==> config.mk <==
export PLATFORM = sky130hd
export DESIGN_NAME = strobe_capture_sync
export DESIGN_NICKNAME = d
export VERILOG_FILES = /design/src/rtl/strobe_sync_pkg.sv /design/src/rtl/sync_front.sv /design/src/rtl/edge_oneshot.sv /design/src/rtl/bus_latch.sv /design/src/rtl/strobe_capture_sync.sv
export SDC_FILE = /design/constraint.sdc
export NUM_CORES = 1
export LEC_CHECK = 0
export CORE_AREA = 2 2 39 41
export CTS_CLUSTER_DIAMETER = 60
export DETAILED_ROUTE_END_ITERATION = 12
export DIE_AREA = 0 0 41 43
export GPL_TIMING_DRIVEN = 1
export PLACE_DENSITY = 0.7
export SLEW_MARGIN = 20
export SYNTH_ARGS = -nofsm -noshare
export SYNTH_HDL_FRONTEND = slang
export SYNTH_SLANG_ARGS = --single-unit
==> constraint.sdc <==
create_clock -name clk -period 1.38 [get_ports clk]
set_clock_uncertainty 0.1 [all_clocks]
set_input_delay 0.414 -clock clk [delete_from_list [all_inputs] [get_ports clk]]
set_output_delay 0.414 -clock clk [all_outputs]
set_load 0.1 [all_outputs]
==> src/rtl/strobe_sync_pkg.sv <==
`timescale 1ns/1ps
package strobe_sync_pkg;
  typedef enum logic {MODE_LONG = 1'b0, MODE_SHORT = 1'b1} pulse_mode_e;
endpackage

==> src/rtl/sync_front.sv <==
`timescale 1ns/1ps
module sync_front
  import strobe_sync_pkg::*;
#(
  parameter pulse_mode_e MODE   = MODE_LONG,
  parameter int          STAGES = 2
) (
  input  logic clk,
  input  logic rst,
  input  logic strobe_async,
  output logic level
);
  localparam int LAST = STAGES - 1;

  logic              first_in;
  logic [STAGES-1:0] chain_q;

  generate
    if (MODE == MODE_SHORT) begin : g_short
      logic catch_q;
      logic clr;
      // The last stage re-arms the edge catcher once the event is seen.
      assign clr = chain_q[LAST] | rst;
      always_ff @(posedge strobe_async or posedge clr) begin
        if (clr) catch_q <= 1'b0;
        else     catch_q <= 1'b1;
      end
      assign first_in = catch_q;

      // the catcher is already cleared whenever the last stage is high
      assert_catch_cleared_R7: assert property (@(posedge clk) disable iff (rst)
        chain_q[LAST] |-> !catch_q);
    end else begin : g_long
      assign first_in = strobe_async;
    end
  endgenerate

  always_ff @(posedge clk) begin
    if (rst) chain_q <= '0;
    else     chain_q <= {chain_q[STAGES-2:0], first_in};
  end

  assign level = chain_q[LAST];

  // each stage hands its value to the next one cycle later
  assert_chain_shift_R2: assert property (@(posedge clk) disable iff (rst)
    chain_q[0] |=> chain_q[1]);
endmodule

==> src/rtl/edge_oneshot.sv <==
`timescale 1ns/1ps
module edge_oneshot (
  input  logic clk,
  input  logic rst,
  input  logic level,
  output logic fire
);
  logic prev_q;

  always_ff @(posedge clk) begin
    if (rst) begin
      prev_q <= 1'b0;
      fire   <= 1'b0;
    end else begin
      prev_q <= level;
      fire   <= level & ~prev_q;
    end
  end

  assert_fire_single_R3: assert property (@(posedge clk) disable iff (rst)
    fire |=> !fire);
  assert_fire_follows_rise_R3: assert property (@(posedge clk) disable iff (rst)
    $rose(level) |=> fire);
  assert_fire_needs_level_R8: assert property (@(posedge clk) disable iff (rst)
    fire |-> $past(level));
endmodule

==> src/rtl/bus_latch.sv <==
`timescale 1ns/1ps
module bus_latch #(
  parameter int WIDTH = 8
) (
  input  logic             clk,
  input  logic             rst,
  input  logic             en,
  input  logic [WIDTH-1:0] d,
  output logic [WIDTH-1:0] q
);
  always_ff @(posedge clk) begin
    if (rst)     q <= '0;
    else if (en) q <= d;
  end

  assert_capture_R4: assert property (@(posedge clk) disable iff (rst)
    en |=> (q == $past(d)));
  assert_hold_R5: assert property (@(posedge clk) disable iff (rst)
    !en |=> $stable(q));
endmodule

==> src/rtl/strobe_capture_sync.sv <==
`timescale 1ns/1ps
module strobe_capture_sync
  import strobe_sync_pkg::*;
#(
  parameter int          DATA_W = 8,
  parameter pulse_mode_e MODE   = MODE_LONG
) (
  input  logic              clk,
  input  logic              rst,
  input  logic              strobe_async,
  input  logic [DATA_W-1:0] bus_async,
  output logic              strobe_sync,
  output logic              fire_pulse,
  output logic [DATA_W-1:0] bus_held
);
  localparam int SYNC_STAGES = 2;

  sync_front #(.MODE(MODE), .STAGES(SYNC_STAGES)) u_front (
    .clk(clk), .rst(rst), .strobe_async(strobe_async), .level(strobe_sync)
  );

  edge_oneshot u_edge (
    .clk(clk), .rst(rst), .level(strobe_sync), .fire(fire_pulse)
  );

  bus_latch #(.WIDTH(DATA_W)) u_latch (
    .clk(clk), .rst(rst), .en(fire_pulse), .d(bus_async), .q(bus_held)
  );

  assert_reset_clears_R1: assert property (@(posedge clk)
    rst |=> (!strobe_sync && !fire_pulse && bus_held == '0));
endmodule

==> results by group <==
Outcome
  – Status: completed

Timing
  – Unrepaired setup endpoints after global routing: no
  – Final setup TNS: 0 ns
  – WHS: 0.295 ns
  – Hold Violations, Final: 0
  – Fin crit share: 95.0%
  – Slew Limit Fails: 0
  – Post-route minimum period: 1.31 ns
  – Worst-Margin Slew: 0.132 ns
  – Fmax achieved: 763 MHz
  – Final Setup Violations: 0
  – Relative slew slack: 90.9%

Clock network
  – Clk slew on worst S/H paths: 0.08 ns
  – Root Driver: clkbuf_4
  – TritonCTS clock tree: done
  – TritonCTS buffer count: 3
  – Cts repair resizes: 0
  – Setup Buffers After CTS: 0
  – # clock sinks: 12
  – Hold_buf cts: 0
  – Worst skew pair latency: 0.27 ns
  – CTS Buffer Depth: 2
  – H-Tree Level Count: 1

Worst setup path
  – CP Class: register to primary output
  – Slowest cell on the critical path: dfxtp_2
  – Req. time, crit path: 0.87 ns
  – CP Capture Type: primary output
  – R2R Setup Slk: 0.37 ns
  – Critical Path Max Stage Delay: 0.35 ns
  – Worst setup SP type: register
  – Crit-path leading delay family: flip-flops
  – Crit Path Max Fanout: 2
  – Crit path arrival time: 0.80 ns
  – Crit path buf inv count: 1
  – Crit path cell chain: buf_12
  – Reg-to-Reg Start: u_edge.fire
  – Setup crit start: u_latch.q[4]

Final layout
  – Ant diodes: 0
  – Final core occ: 55.8%
  – Synth-to-Final Area Change: 97.1%
  – Layout net count: 70
  – Commonest non-fill, non-tap cell in the layout: buf_12
  – Commonest non-fill, non-tap cells in the layout: buf_12, clkdlybuf4s50_1, dfxtp_2
  – Layout cells sized above 1: 44.8%
  – Filler-free cell count of the finished design: 74

Drt
  – Vias after detailed routing: 314
  – Drt via density: 4.24
  – Metal-1 WL: 300 µm
  – Metal2 WL: 374 µm
  – Initial drt markers: 3
  – Final WL: 755 µm
  – DRT Pass-1 Iters: 2
  – Drt drc: 0
  – Metal3 WL: 69 µm
  – Antenna Violating Nets Remaining: 0
  – Drt wl/cell: 10.2 µm
  – Top sig layer: met4

Synth
  – Yosys top cell area share: 61.3%
  – Main combinational cell family by area after synthesis: multiplexers
  – Register area share after synthesis: 61.3%
  – Synthesized area: 392 µm²
  – Compound-cell area share of the yosys netlist: 0%
  – Post-Synth Simple-Gate Area: 14.1%
  – Post-Syn Area per Cell: 11.5 µm²
  – Unique masters post-synth: 6
  – XOR/XNOR share of the synthesized area: 0%
  – Post-Synth Adder-Cell Area: 0%
  – Synth area leader: dfxtp_1
  – Yosys warning total: 0
  – Syn_nets: 45
  – Cells after Synth: 34
  – #FFs+latches synth: 12
  – Post-synthesis mux area share: 20.4%
  – Area contributors post-synth: dfxtp_1, mux2i_1, nor2_1

Floorplan
  – Area of the core: 1380 µm²
  – Initial Util: 28.3%
  – Die Y: 43 µm
  – Floorplan row count: 14
  – I/O Pins: 21
  – Full die area: 1760 µm²
  – Die Wd: 41 µm

Global route
  – Initial antenna violation count: 0
  – Vias in the first global route: 307
  – Total gr overflow: 0
  – First-pass GRT wire length: 1.26 mm
  – Largest net degree at the start of global routing: 11
  – GRT Total Usage: 11.4%

Power and ir drop
  – Power per cell area: 996 nW/µm²
  – Sw Share: 24.4%
  – Sequential share of power: 47.3%
  – Design Power: 769 µW
  – Pint: 581 µW
  – VDD IR max: 0.475 mV
  – Clock power frac: 35.5%
  – Logic pwr share: 17.2%
  – Leak Pwr: 0.000298 µW
  – P_sw: 188 µW

Hold path
  – Startpoint of the worst hold path: u_edge.prev_q
  – Worst hold path type: register to register

Place
  – IO Port Bufs: 20
  – DP Wirelength: 592 µm
  – Dpl cells: 70
  – Placer congestion estimate: 0.556

Job
  – Max-cap violation count: 0
==> state kept, by name, indices dropped and copies added, names as in the netlist <==
| signal | flops |
|---|---|
| u_edge.fire | 1 |
| u_edge.prev_q | 1 |
| u_front.chain_q | 2 |
| u_latch.q | 8 |
==> final timing paths <==
path / end / cells after the start
setup reg to reg: u_latch.q[3] / 3
hold reg to reg: u_edge.fire / 1
setup / recovery: bus_held[4] / 1
hold / removal: u_edge.fire / 1
==> cell type report <==
type | count | area (µm²)
multi-input combinational | 20 | 135
sequential | 12 | 253
fill | 125 | 612
clock buffer | 4 | 36.3
tap | 16 | 20.0
timing repair buffer | 22 | 328
==> metrics by stage <==
stage | area, µm² | setup slack [ns]
after floorplan | 404 | 0.0772
after detailed placement | 736 | 0.0246
after global routing | 772 | 0.0347
final | 772 | 0.0690
after CTS | 772 | 0.0591
after global placement | 736 | 0.0418
==> cells in the mapped netlist <==
| master | count |
|---|---|
| buf_2 | 1 |
| buf_6 | 1 |
| dfxtp_1 | 12 |
| mux2i_1 | 8 |
| nor2_1 | 8 |
| nor2b_1 | 4 |
==> layer usage <==
layer	vias to the layer above	track usage [%]
met2	15	15.6
li1	158	-
met5	-	0
met4	0	10.0
met1	139	13.2
met3	2	4.19
==> cells by family (layout without fill, tap and decap cells) <==
group,Yosys count,in the layout
flops,12,12
simple gates,12,12
mux,8,8
buf+inv,2,26
==> power by group through the flow <==
| stage | registers (µW) | logic, µW | clock network [µW] |
|---|---|---|---|
| 4_1_cts | 364 | 134 | 280 |
| 3_3_place_gp | 372 | 132 | 0 |
| 3_5_place_dp | 372 | 133 | 0 |
| 2_1_floorplan | 418 | 18.7 | 0 |
| 6_report | 364 | 132 | 273 |
| 5_1_grt | 365 | 138 | 299 |
Power figures use the tool's default switching activity.
